### config.mk
export PLATFORM = sky130hd
export DESIGN_NAME = line_brownout_guard
export DESIGN_NICKNAME = d
export VERILOG_FILES = /design/src/rtl/lbo_pkg.sv /design/src/rtl/lbo_peak_hold.sv /design/src/rtl/lbo_dwell_timer.sv /design/src/rtl/lbo_state_ctrl.sv /design/src/rtl/line_brownout_guard.sv
export SDC_FILE = /design/constraint.sdc
export NUM_CORES = 1
export LEC_CHECK = 0
export BUFFER_PORTS_ARGS = -buffer_cell sky130_fd_sc_hd__buf_2
export CELL_PAD_IN_SITES_DETAIL_PLACEMENT = 0
export CELL_PAD_IN_SITES_GLOBAL_PLACEMENT = 1
export CORE_MARGIN = 2
export CORE_UTILIZATION = 39
export CTS_CLUSTER_SIZE = 20
export DETAILED_ROUTE_END_ITERATION = 6
export PLACE_DENSITY_LB_ADDON = 0.12
export SETUP_SLACK_MARGIN = 0.15
export SYNTH_ARGS = -nofsm -noshare
export SYNTH_HDL_FRONTEND = slang
export SYNTH_HIERARCHICAL = 1
export SYNTH_SLANG_ARGS = --single-unit
export TNS_END_PERCENT = 30
### constraint.sdc
create_clock -name clk -period 2.45 [get_ports clk]
set_clock_uncertainty 0.15 [all_clocks]
set_input_delay 0.49 -clock clk [delete_from_list [all_inputs] [get_ports clk]]
set_output_delay 0.49 -clock clk [all_outputs]
set_load 0.02 [all_outputs]
### src/rtl/lbo_pkg.sv
package lbo_pkg;
  typedef enum logic {
    ST_RUN   = 1'b0,
    ST_BROWN = 1'b1
  } lbo_state_e;

  localparam int unsigned TMR_ENTRY = 0;
  localparam int unsigned TMR_EXIT  = 1;
  localparam int unsigned TMR_COUNT = 2;
endpackage

### src/rtl/lbo_peak_hold.sv
module lbo_peak_hold #(
  parameter int unsigned PEAK_W = 12
) (
  input  logic              clk,
  input  logic              rst,
  input  logic              peak_valid,
  input  logic [PEAK_W-1:0] peak_code,
  input  logic [PEAK_W-1:0] thr_low,
  input  logic [PEAK_W-1:0] thr_high,
  output logic              sag_low,
  output logic              good_high
);
  logic [PEAK_W-1:0] held_q;

  always_ff @(posedge clk) begin
    if (rst) begin
      held_q <= '1;
    end else if (peak_valid) begin
      held_q <= peak_code;
    end
  end

  // Inclusive on the entry side, strict on the exit side.
  always_comb begin
    sag_low   = (held_q <= thr_low);
    good_high = (held_q > thr_high);
  end

  a_r2_hold_without_strobe: assert property (@(posedge clk) disable iff (rst)
    !peak_valid |=> $stable(held_q));
endmodule

### src/rtl/lbo_dwell_timer.sv
module lbo_dwell_timer #(
  parameter int unsigned DWELL_TICKS = 56,
  parameter int unsigned CNT_W = $clog2(DWELL_TICKS + 1)
) (
  input  logic             clk,
  input  logic             rst,
  input  logic             arm,
  input  logic             cond,
  input  logic             tick,
  output logic             fire,
  output logic [CNT_W-1:0] count
);
  localparam logic [CNT_W-1:0] LIMIT = CNT_W'(DWELL_TICKS);

  logic [CNT_W-1:0] cnt_q;
  logic             run;

  assign run   = arm && cond;
  assign fire  = run && tick && (cnt_q == LIMIT);
  assign count = cnt_q;

  always_ff @(posedge clk) begin
    if (rst || !run) begin
      cnt_q <= '0;
    end else if (tick) begin
      if (cnt_q == LIMIT) begin
        cnt_q <= '0;
      end else begin
        cnt_q <= cnt_q + 1'b1;
      end
    end
  end

  a_r4_clear_when_idle: assert property (@(posedge clk) disable iff (rst)
    !run |=> (cnt_q == '0));
  a_r3_no_overflow: assert property (@(posedge clk) disable iff (rst)
    cnt_q <= LIMIT);
  a_r9_hold_without_tick: assert property (@(posedge clk) disable iff (rst)
    (run && !tick) |=> $stable(cnt_q));
endmodule

### src/rtl/lbo_state_ctrl.sv
module lbo_state_ctrl
  import lbo_pkg::*;
(
  input  logic clk,
  input  logic rst,
  input  logic enter_fire,
  input  logic leave_fire,
  output logic in_brown,
  output logic brownout,
  output logic gate_en
);
  lbo_state_e state_q, state_d;

  always_comb begin
    state_d = state_q;
    unique case (state_q)
      ST_RUN:   if (enter_fire) state_d = ST_BROWN;
      ST_BROWN: if (leave_fire) state_d = ST_RUN;
      default:  state_d = ST_RUN;
    endcase
  end

  always_ff @(posedge clk) begin
    if (rst) begin
      state_q  <= ST_RUN;
      brownout <= 1'b0;
      gate_en  <= 1'b1;
    end else begin
      state_q  <= state_d;
      brownout <= (state_d == ST_BROWN);
      gate_en  <= (state_d != ST_BROWN);
    end
  end

  assign in_brown = (state_q == ST_BROWN);

  a_r7_gate_inverse: assert property (@(posedge clk) disable iff (rst)
    gate_en != brownout);
endmodule

### src/rtl/line_brownout_guard.sv
module line_brownout_guard
  import lbo_pkg::*;
#(
  parameter int unsigned PEAK_W      = 12,
  parameter int unsigned DWELL_TICKS = 56
) (
  input  logic              clk,
  input  logic              rst,
  input  logic              peak_valid,
  input  logic [PEAK_W-1:0] peak_code,
  input  logic              time_tick,
  input  logic [PEAK_W-1:0] thr_low,
  input  logic [PEAK_W-1:0] thr_high,
  output logic              brownout,
  output logic              gate_en
);
  localparam int unsigned CNT_W = $clog2(DWELL_TICKS + 1);
  localparam logic [CNT_W-1:0] LIMIT = CNT_W'(DWELL_TICKS);

  logic sag_low, good_high, in_brown;
  logic [TMR_COUNT-1:0] arm_v, cond_v, fire_v;
  logic [CNT_W-1:0] cnt_v [TMR_COUNT];

  lbo_peak_hold #(.PEAK_W(PEAK_W)) u_hold (
    .clk(clk), .rst(rst), .peak_valid(peak_valid), .peak_code(peak_code),
    .thr_low(thr_low), .thr_high(thr_high),
    .sag_low(sag_low), .good_high(good_high)
  );

  assign arm_v[TMR_ENTRY]  = !in_brown;
  assign cond_v[TMR_ENTRY] = sag_low;
  assign arm_v[TMR_EXIT]   = in_brown;
  assign cond_v[TMR_EXIT]  = good_high;

  for (genvar i = 0; i < TMR_COUNT; i++) begin : g_tmr
    lbo_dwell_timer #(.DWELL_TICKS(DWELL_TICKS), .CNT_W(CNT_W)) u_tmr (
      .clk(clk), .rst(rst), .arm(arm_v[i]), .cond(cond_v[i]),
      .tick(time_tick), .fire(fire_v[i]), .count(cnt_v[i])
    );
  end

  lbo_state_ctrl u_ctrl (
    .clk(clk), .rst(rst),
    .enter_fire(fire_v[TMR_ENTRY]), .leave_fire(fire_v[TMR_EXIT]),
    .in_brown(in_brown), .brownout(brownout), .gate_en(gate_en)
  );

  a_r3_entry_after_dwell: assert property (@(posedge clk) disable iff (rst)
    $rose(brownout) |-> $past(cnt_v[TMR_ENTRY] == LIMIT && time_tick));
  a_r5_exit_after_dwell: assert property (@(posedge clk) disable iff (rst)
    $fell(brownout) |-> $past(cnt_v[TMR_EXIT] == LIMIT && time_tick));
  a_r9_change_on_tick: assert property (@(posedge clk) disable iff (rst)
    (brownout != $past(brownout)) |-> $past(time_tick));
  a_r6_exit_idle_in_run: assert property (@(posedge clk) disable iff (rst)
    !brownout |-> (cnt_v[TMR_EXIT] == '0));
endmodule

# ---- After elaboration in Yosys (flattened, before gate mapping)
# Cells that the tools add are included.
dict set report word_totals {
  in_bits 40
  reg_bits 26
  wordCells 29
  out_inout_bits 2
}
dict set report classes {
  n_eq_ne 2
  reduce_logical 11
  addsub 2
  muxes 5
  order_cmp 2
  n_bitwise 2
}
# op count
set ops {}
lappend ops {{adder 6 x 1 -> 6 bit (second input constant)} 2}
lappend ops {{== test 6 bit (second input constant)} 2}
lappend ops {{> comparator 12 bit} 1}
lappend ops {{less-or-equal comparator 12 bit} 1}
lappend ops {{two-way mux 6 bit} 2}
lappend ops {{logical AND 1 bit} 6}
lappend ops {{zero test 1 bit} 3}
lappend ops {{logical OR 1 bit} 2}
lappend ops {{two-way mux 1 bit} 2}
lappend ops {{inverter 1 bit} 2}
lappend ops {{one-hot mux 1 bit (2 select lines)} 1}

# ---- Depth between registers and ports, before layout
# Gate-level depths: netlist of the first run.
dict set report logic_depth {
  ltp_word 7
  depth_mapped 10
  ltp_nobuf 10
}

# ---- By module
# Netlist of the first run, hierarchy kept.
# module cells_per_inst n_inst seq_area_each_um2 area_per_inst_um2
set by_module_without_submodules {}
lappend by_module_without_submodules {lbo_peak_hold 122 1 240.2 1013.5}
lappend by_module_without_submodules {lbo_dwell_timer 33 2 120.1 306.5}
lappend by_module_without_submodules {lbo_state_ctrl 7 1 40.0 75.1}
lappend by_module_without_submodules {line_brownout_guard 1 1 0.0 3.8}

# ---- Worst setup path after synthesis of the first run
# No wires, ideal clock.
dict set report synth_path {
  path_type {input-to-reg}
  startpoint {input port thr_low[1]}
  endpoint {register u_ctrl.gate_en}
  path_buffers 0
  required_ns 2.186
  path_stages 10
  arrival_ns 1.906
  slack_ns 0.280
  setup_time_ns 0.114
  path_cell_list {inv_1 > ha_1 > nor2b_1 > o211ai_1 > a211oi_1 > o31ai_1 > nand2_1 > nor3_1 > nand2b_2 > a21o_1}
}
dict set report synth_via {
  elab_chain_cells 7
}
# element line_no
set synth_lines {}
lappend synth_lines {{start, declared} line_brownout_guard.sv:12} ;# input logic [PEAK_W-1:0] thr_low,
lappend synth_lines {{less-or-equal comparator 12 bit} lbo_peak_hold.sv:25} ;# sag_low = (held_q <= thr_low);
lappend synth_lines {{via sag_low} line_brownout_guard.sv:20} ;# logic sag_low, good_high, in_brown;
lappend synth_lines {{logical AND 1 bit} lbo_dwell_timer.sv:18} ;# assign run = arm && cond;
lappend synth_lines {{logical AND 1 bit (2 in a row)} lbo_dwell_timer.sv:19} ;# assign fire = run && tick && (cnt_q == LIMIT);
lappend synth_lines {{via fire_v[0]} line_brownout_guard.sv:21} ;# logic [TMR_COUNT-1:0] arm_v, cond_v, fire_v;
lappend synth_lines {{two-way mux 1 bit} lbo_state_ctrl.sv:17} ;# ST_RUN: if (enter_fire) state_d = ST_BROWN;
lappend synth_lines {{one-hot mux 1 bit (2 select lines)} lbo_state_ctrl.sv:16} ;# unique case (state_q)
lappend synth_lines {{inverter 1 bit} lbo_state_ctrl.sv:31} ;# gate_en <= (state_d != ST_BROWN);
lappend synth_lines {{end signal, assigned} lbo_state_ctrl.sv:31}
lappend synth_lines {{end, declared} lbo_state_ctrl.sv:10} ;# output logic gate_en
# The timed path passes the listed nets, and every way through them passes these cells.
# A chain may end at the register's enable or synchronous reset.

# ---- Worst setup path after layout of the first run
dict set report layout_path {
  startpoint {register u_hold.held_q[10]}
  endpoint {register u_ctrl.gate_en}
}
dict set report layout_via {
  elab_chain_cells 7
  elab_cells_between_ends 12
  cone_classes {2 x order compare; 3 x mux; 1 x bitwise; 6 x reduce/logical}
}
# element line_no
set layout_lines {}
lappend layout_lines {{start, declared} lbo_peak_hold.sv:13} ;# logic [PEAK_W-1:0] held_q;
lappend layout_lines {{start signal, assigned} lbo_peak_hold.sv:19} ;# held_q <= peak_code;
lappend layout_lines {{less-or-equal comparator 12 bit} lbo_peak_hold.sv:25}
lappend layout_lines {{via sag_low} line_brownout_guard.sv:20}
lappend layout_lines {{logical AND 1 bit} lbo_dwell_timer.sv:18}
lappend layout_lines {{logical AND 1 bit (2 in a row)} lbo_dwell_timer.sv:19}
lappend layout_lines {{via fire_v[0]} line_brownout_guard.sv:21}
lappend layout_lines {{two-way mux 1 bit} lbo_state_ctrl.sv:17}
lappend layout_lines {{one-hot mux 1 bit (2 select lines)} lbo_state_ctrl.sv:16}
lappend layout_lines {{inverter 1 bit} lbo_state_ctrl.sv:31}
# The timed path passes the listed nets, and every way through them passes these cells.

==> flow_summary.toml, run 1 <==
[critical_path]
crit_arrival_ns = 2.15
rr_worst_depth = 9
cp_max_fo = 3
cp_top_family = "compound AO/OA/AOI/OAI gates"
critical-path-slowest-cell = "dfxtp_1"
rr_startpoint = "u_hold/held_q[10]"
required_ns = 2.47
rrSetupSlack_ns = 0.32
end_kind = "flop"
r2r_end = "u_ctrl/gate_en"
setup.worst_path.class = "reg2reg"
slowest_delay_ns = 0.34
cp-start-kind = "flop"
path_buf_inv = 0
crit_chain = "ha_1 -> a21oi_1 -> nand2_1 -> a21o_1 -> o31ai_1 -> nand2_1 -> nor3_1 -> nand2b_2 -> a21o_1"

[sta]
fin_crit_sh_pct = 86.9
rsz0062_at_grt = "false"
worstMarginPinSlew_ns = 0.439
fin_crit_ns = 2.13
setup_viol = 0
fin_tns_setup_ns = 0
drv_slew = 0
hold_violations = 0
setup_ws_ns = 0.322
relSlewSlack_pct = 70.5
fmax_mhz = 470

[global_route]
grt-ovfl-total = 0
first_global_vias = 1331
grt_usage_pct = 14.8
grt_pass1_wl_um = 5910
antenna_found_initial = 0
grt_max_degree = 16

[cells_and_area]
final_cell_mix = "buf_2, inv_1, ha_1"
regArea_um2 = 520
n_fill_cell = 457
drive_gt1_share_pct = 21.3
multi_input_area_mm2 = 0.00103
fin_area_mm2 = 0.00200
area_growth_pct = 17.3
final_nets = 304
final_common_cell = "buf_2"
antenna_cells = 0

[drt]
first_pass_iters = 4
vias_per_cell = 4.70
finalWirelength_um = 3320
vias = 1350
dr.first_iter.drc_count = 48
drtAntennaViolNets = 0
wl_per_cell_um = 11.6
drcViolationCount = 0

[clock_tree]
path_clk_slew_ns = 0.09
clockRootBuffer = "clkbuf_8"
h-tree-depth = 1
hold_buffers = 0
post_cts_resized = 0
clockBufferDepth = 2
numClockSinks = 26
cts_buffers = 3
cts_tree = "yes"
clock_latency_ns = 0.27

[placement]
place_area_mm2 = 0.00193
io_buffers = 41
finalWeightedCongestion = 0.738
post-place-ws_ns = 0.0128
dpl.hpwl_um = 2640

[synthesis]
synth_nets = 264
yosysSeqAreaShare_pct = 30.5
synthArstFlopShare_pct = 0
ys_types = 32
syn_area_mm2 = 0.00171
yosysWarnings = 6
syn_avg_cell_area_um2 = 8.70
syn_inst = 196
ys.flop_type = "dfxtp_1"
ys_ff_latch = 26
synth_edf_count = 0

[power]
p_leak_nw = 0.979
vdd.ir_drop.worst_uv = 356
powerDensity_mw_per_mm2 = 487

[floorplanning]
coreArea_mm2 = 0.00429
die_h_um = 70.1
ios = 42
fp.dieW_um = 70.1
start_util_pct = 39.7
dieArea_mm2 = 0.00492
row_count = 24

[hold_path]
min_path_cells = 3
min_path_type = "in2reg"
hold_path.startpoint = "peak_code[5]"
whs_endpoint = "u_hold/held_q[5]"

[flow_run]
drv_cap = 0

[status]
status = "finished clean"
-- power by group --
part | leakage, nW | internal [mW] | switching, mW
Clock | 0.0357 | 0.219 | 0.138
Sequential | 0.212 | 0.436 | 0.0117
Combinational | 0.731 | 0.0835 | 0.0860
Total | 0.979 | 0.738 | 0.236
-- sequential cells by signal (all words and copies together) (netlist names) --
name and cells:
g_tmr.u_tmr/count 12, u_ctrl/gate_en 1, u_ctrl/in_brown 1, u_hold/held_q 12
-- logic make-up after synthesis --
group	Yosys count	share of synthesized area, %
flops	26	30.5
fa+ha+maj	28	20.5
buf+inv	35	9.10
mux	13	7.63
xor+xnor	8	4.11
compound gates	27	9.83
simple gates	59	18.3
-- worst register-to-register path: stages, from the launching register on --
cell,delay (ns)
dfxtp_1,0.34
ha_1,0.31
a21oi_1,0.14
nand2_1,0.07
a21o_1,0.17
o31ai_1,0.29
nand2_1,0.11
nor3_1,0.19
nand2b_2,0.09
a21o_1,0.17
-- Yosys cell counts (2+ instances only) --
cell	instances	area share, %
a21o_1	3	1.3
a21oi_1	10	2.9
a21oi_2	2	1.0
and3b_1	2	1.0
buf_4	2	0.88
buf_6	2	1.3
dfxtp_1	26	31
ha_1	28	21
inv_1	29	6.4
mux2i_1	13	7.6
nand2_1	21	4.6
nand2b_1	2	0.73
nand3_1	3	0.88
nand4_1	8	2.9
nand4_2	2	1.5
nand4b_1	2	1.0
nor2_1	8	1.8
nor2b_1	2	0.73
nor3_1	5	1.5
o211ai_1	3	1.3
o21ai_0	2	0.59
o21ai_1	3	0.88
or3_1	3	1.1
xnor2_1	2	1.0
xor2_1	6	3.1
-- timing repair --
| item | in CTS | in global routing |
|---|---|---|
| setup endpoints to repair | 0 | 2 |
| endpoints found under the hold margin | 0 | 0 |
| setup buffers | 0 | 0 |
-- final cells by class --
class | count | area share, %
multi-input combinational | 135 | 51.5
sequential | 26 | 26.0
timing repair buffer | 41 | 10.3
inverter | 29 | 5.44
tap | 52 | 3.25
clock buffer | 3 | 2.06
clock inverter | 1 | 1.50
-- through the flow --
| stage | instances | hold slack [ns] | total power, mW | util, % |
|---|---|---|---|---|
| 2_1_floorplan | 196 | 0.321 | 0.572 | - |
| 3_3_place_gp | 283 | 0.346 | 0.627 | 44.9 |
| 3_5_place_dp | 283 | 0.354 | 0.628 | 44.9 |
| 4_1_cts | 287 | 0.270 | 0.994 | 46.6 |
| 5_1_grt | 287 | 0.264 | 1.04 | 46.6 |
| 6_report | 287 | 0.276 | 0.974 | 46.6 |
-- routing by layer --
metal / up-vias / wire (um) / global-route usage, %
met2: 29 / 1350 / 22.9
met5: - / 0 / 0
li1: 744 / - / -
met4: 0 / 19 / 2.56
met1: 575 / 1800 / 21.1
met3: 2 / 151 / 3.90
-- worst max path at each step --
stage / startpoint / to / cells after the start
finish: u_hold/held_q[10] / u_ctrl/gate_en / 9
global route: u_hold/held_q[1] / u_ctrl/gate_en / 9
CTS: u_hold/held_q[1] / u_ctrl/gate_en / 9
detailed placement: thr_low[1] / u_ctrl/gate_en / 11
global placement: thr_low[1] / u_ctrl/gate_en / 11
floorplan: thr_low[1] / u_ctrl/gate_en / 10
No activity file was read; power rests on OpenSTA's default activity.
==> run 2: changes to the inputs <==
Settings changed: ABC_AREA set to 1, CORE_UTILIZATION 39 to 37, CTS_CLUSTER_SIZE 20 to unset, REMOVE_ABC_BUFFERS set to 1.
==> flow_summary.toml, run 2 <==
[critical_path]
crit_arrival_ns = 2.01
end_kind = "flop"
required_ns = 2.51
setup.worst_path.class = "reg2reg"
cp_max_fo = 4
cp-start-kind = "flop"
rrSetupSlack_ns = 0.50

[drt]
finalWirelength_um = 3800
dr.first_iter.drc_count = 55
top_layer_used = "met4"
routed-wl-met2_um = 1540
first_pass_iters = 6
vias_per_cell = 4.31
dr_wl_met3_um = 138
drtAntennaViolNets = 0
vias = 1641
wl_per_cell_um = 9.98
drcViolationCount = 0
wl_met1_um = 2110

[power]
vdd.ir_drop.worst_uv = 194
p_leak_nw = 1.16
powerDensity_mw_per_mm2 = 469

[placement]
post-place-ws_ns = 0.234
dpl.hpwl_um = 3020
finalWeightedCongestion = 0.734
dp.cells = 377
io_buffers = 41

[sta]
fin_tns_setup_ns = 0
worstMarginPinSlew_ns = 0.432
relSlewSlack_pct = 71.2
hold_violations = 0
rsz0062_at_grt = "false"
fmax_mhz = 512
setup_ws_ns = 0.498
fin_crit_ns = 1.95
whs_ns = 0.264
setup_viol = 0
fin_crit_sh_pct = 79.7
drv_slew = 0

[synthesis]
synth_edf_count = 0
synth.most_common_cell = "nand2_1"
synth_top_area_cell = "dfxtp_1"
yosys-top-cells-area = "dfxtp_1, ha_1, nand2_1"
synth_common_cells = "nand2_1, inv_1, ha_1"
ys_types = 22
syn_area_mm2 = 0.00183
netlist.area_leader.share_pct = 28.5
ys.flop_type = "dfxtp_1"
synthArstFlopShare_pct = 0
yosysWarnings = 6
syn_avg_cell_area_um2 = 6.69
syn_inst = 273
ys_ff_latch = 26
yosysSeqAreaShare_pct = 28.5

[floorplanning]
coreArea_mm2 = 0.00475
dieArea_mm2 = 0.00551
die_h_um = 74.2
fp.dieW_um = 74.2
ios = 42
row_count = 25
start_util_pct = 38.4

[global_route]
grt_pass1_wl_um = 6460
antenna_found_initial = 0
grt_usage_pct = 15.0
first_global_vias = 1556
grt-ovfl-total = 0
grt_max_degree = 16

[clock_tree]
clockBufferDepth = 2
clock_latency_ns = 0.27
path_clk_slew_ns = 0.10
cts_buffers = 3
cts_setup_buffers = 0
h-tree-depth = 1
numClockSinks = 26
cts_tree = "yes"
post_cts_resized = 0
hold_buffers = 0
clockRootBuffer = "clkbuf_8"

[cells_and_area]
final_cell_mix = "nand2_1, inv_1, buf_2"
stdcell_count = 381
multi_input_area_mm2 = 0.00107
regArea_um2 = 520
drive_gt1_share_pct = 19.7
final_common_cell = "nand2_1"
utilization_pct = 45.5
n_fill_cell = 529
antenna_cells = 0
final_nets = 383
area_growth_pct = 18.6

[hold_path]
min_path_type = "in2reg"

[status]
status = "finished clean"

[flow_run]
drv_cap = 0
[run 2: critical path, stage by stage (launching register included)]
cell and delay, ns:
dfxtp_1 0.34, ha_1 0.31, nand2_2 0.07, nor2_2 0.13, nand2_2 0.08, a21oi_2 0.09, nor2_1 0.05, nor2_1 0.08
nand2_1 0.07, nor2_1 0.19, nand2_1 0.19, a21oi_1 0.15
[run 2: logic make-up after synthesis]
family                   Yosys count  synth area share [%]
AND/OR/NAND/NOR                  134                  31.7
XOR/XNOR                           2                 0.960
AO/OA/AOI/OAI                     23                  6.92
adder cells (fa/ha/maj)           28                  19.2
buffers and inverters             60                  12.7
flip-flops                        26                  28.5
[run 2: path summary, 6_finish.rpt]
kind,end,depth (start not counted),startpoint
max,g_tmr[1].u_tmr/count[0],11,u_hold/held_q[7]
min reg2reg,u_hold/held_q[3],2,u_hold/held_q[3]
max reg2reg,g_tmr[1].u_tmr/count[0],11,u_hold/held_q[7]
min,u_hold/held_q[5],3,peak_code[5]
[run 2: where the power goes]
| group | total [mW] | internal, mW | switching, mW |
|---|---|---|---|
| combinational | 0.198 | 0.0884 | 0.109 |
| clock | 0.367 | 0.219 | 0.148 |
| sequential | 0.451 | 0.438 | 0.0128 |
[run 2: stage by stage]
stage	area, um^2	power, mW
after global routing	2160	1.08
final	2160	1.02
after CTS	2160	1.04
after detailed placement	2090	0.662
after global placement	2090	0.661
after floorplan	1800	0.590
[run 2: area by class of cell]
class                           instances  area share [%]
Tap cell                               67            3.87
Multi-Input combinational cell        187            49.6
Timing Repair Buffer                   41            9.48
Clock inverter                          1            1.39
Sequential cell                        26            24.0
Clock buffer                            3            1.91
Inverter                               56            9.71
[run 2: metal layers]
metal  up-vias  global-route usage, %
li1        921                      -
met1       686                   21.0
met2        32                   24.4
met3         2                   2.44
met4         0                   3.57
met5         -                      0
==> run 3: changes to the inputs <==
Clock period 2.45 ns to 1.9 ns, I/O delays scaled along.
==> flow_summary.toml, run 3 (synthesis results as in run 2) <==
[critical_path]
cp_max_fo = 3
setup.worst_path.class = "reg2reg"
required_ns = 1.97
cp-start-kind = "flop"
path_common_cell = "nand4_1"
slowest_delay_ns = 0.38
crit_path_start = "u_hold/held_q[7]"
crit_chain = "ha_4 -> nand4_1 -> nor2_2 -> nand4_1 -> nand2_1 -> nand2_2 -> nor2_4 -> buf_6 -> nand3_1 -> nor2_1"
critical-path-slowest-cell = "dfxtp_4"
crit_arrival_ns = 1.84
end_kind = "flop"
rr_startpoint = "u_hold/held_q[7]"

[power]
p_leak_nw = 1.19
powerDensity_mw_per_mm2 = 570
vdd.ir_drop.worst_uv = 266
seq_power_share_pct = 43.2
swShare_pct = 27.1
internal_power_mw = 0.995
power.switching_mw = 0.370
power_frac_clock_pct = 34.3
combPwrFrac_pct = 22.5

[placement]
dpl.hpwl_um = 2990
place_area_mm2 = 0.00212
io_buffers = 41
finalWeightedCongestion = 0.748

[floorplanning]
die_h_um = 74.2
row_count = 25
coreArea_mm2 = 0.00475
fp.dieW_um = 74.2
ios = 42
start_util_pct = 38.4
dieArea_mm2 = 0.00551

[cells_and_area]
n_fill_cell = 513
antenna_cells = 0
final_cell_mix = "nand2_1, inv_1, buf_2"
area_growth_pct = 31.3
fin_area_mm2 = 0.00240
final_common_cell = "nand2_1"
drive_gt1_share_pct = 29.7
utilization_pct = 50.4
final_nets = 386
regArea_um2 = 539
multi_input_area_mm2 = 0.00126

[sta]
fmax_mhz = 564
fin_tns_setup_ns = 0
setup_viol = 0
rsz0062_at_grt = "true"
relSlewSlack_pct = 72.7
whs_ns = 0.159
fin_crit_sh_pct = 93.3
fin_crit_ns = 1.77
hold_violations = 0
drv_slew = 0
worstMarginPinSlew_ns = 0.410

[global_route]
antenna_found_initial = 0
grt-ovfl-total = 0
grt_usage_pct = 15.6
grt_pass1_wl_um = 6640
first_global_vias = 1525
grt_max_degree = 16

[hold_path]
min_path_type = "in2reg"
hold_path.startpoint = "peak_code[7]"

[clock_tree]
hold_buffers = 0
cts_tree = "yes"
numClockSinks = 26
h-tree-depth = 1
cts_setup_buffers = 0
cts_buffers = 3
clockRootBuffer = "clkbuf_8"
clock_latency_ns = 0.27
clockBufferDepth = 2
path_clk_slew_ns = 0.10

[status]
status = "finished clean"

[drt]
dr.first_iter.drc_count = 31
finalWirelength_um = 4000
wl_per_cell_um = 10.4
first_pass_iters = 4
vias_per_cell = 4.35
vias = 1670
drcViolationCount = 0
drtAntennaViolNets = 0

[flow_run]
drv_cap = 0
[run 3: changes by cell type in the layout (fill, tap and decap cells not counted), moves of 2 or more]
cell | before | now
dfxtp_2 | 0 | 6
dfxtp_4 | 0 | 3
ha_1 | 28 | 17
dfxtp_1 | 26 | 17
nand2_1 | 76 | 72
ha_4 | 0 | 11
buf_6 | 0 | 2
a21oi_2 | 1 | 3
a21oi_1 | 14 | 12
nor2_4 | 1 | 3
nand2_2 | 6 | 8
nand2_4 | 0 | 2
nor2_1 | 19 | 16
[run 3: cell type report]
cell class | instances | area share (%)
inverter | 56 | 8.77
timing repair buffer | 44 | 9.82
multi-input combinational | 187 | 52.4
clock inverter | 1 | 1.25
tap | 67 | 3.50
sequential | 26 | 22.5
clock buffer | 3 | 1.72
[run 3: layer usage]
metal / track usage [%] / vias to the layer above / part of all wire [%]
met5: 0 / - / 0
met4: 4.76 / 0 / 0.58
met3: 2.17 / 2 / 4.2
met2: 24.5 / 28 / 43
met1: 22.1 / 712 / 53
li1: - / 928 / -
[run 3: critical path: cells and delay by family (launching register included)]
family,cells,cell delay [ns]
and+or+nand+nor,8,0.80
buffers and inverters,1,0.10
adders and majority gates,1,0.27
DFF,1,0.38
[run 3: metrics by stage]
| stage | total power, mW | cells | worst slack, ns |
|---|---|---|---|
| after floorplan | 0.760 | 269 | 0.112 |
| after global placement | 0.855 | 380 | -0.0931 |
| after detailed placement | 0.856 | 380 | -0.146 |
| after CTS | 1.36 | 384 | 0.0921 |
| after global routing | 1.46 | 384 | -0.0358 |
| final | 1.37 | 384 | 0.128 |
[run 3: final timing paths]
path / endpoint / slack, ns / cells past startpoint
max: g_tmr[0].u_tmr/count[4] / 0.13 / 10
min: u_hold/held_q[7] / 0.16 / 3
max reg2reg: g_tmr[0].u_tmr/count[4] / 0.13 / 10
min reg2reg: g_tmr[1].u_tmr/count[4] / 0.34 / 2
[run 3: power by group through the flow]
| stage | Sequential [mW] | Clock, mW | Combinational (mW) |
|---|---|---|---|
| floorplan | 0.589 | 0 | 0.171 |
| global placement | 0.595 | 0 | 0.260 |
| finish | 0.590 | 0.468 | 0.307 |
| CTS | 0.588 | 0.489 | 0.279 |
| detailed placement | 0.595 | 0 | 0.261 |
| global route | 0.594 | 0.503 | 0.363 |
[run 3: repair_timing]
action                     in CTS  in global routing
cloned                          0                  0
gates resized for setup        20                 18
pin swaps                       6                  9
setup endpoints to repair      14                 14
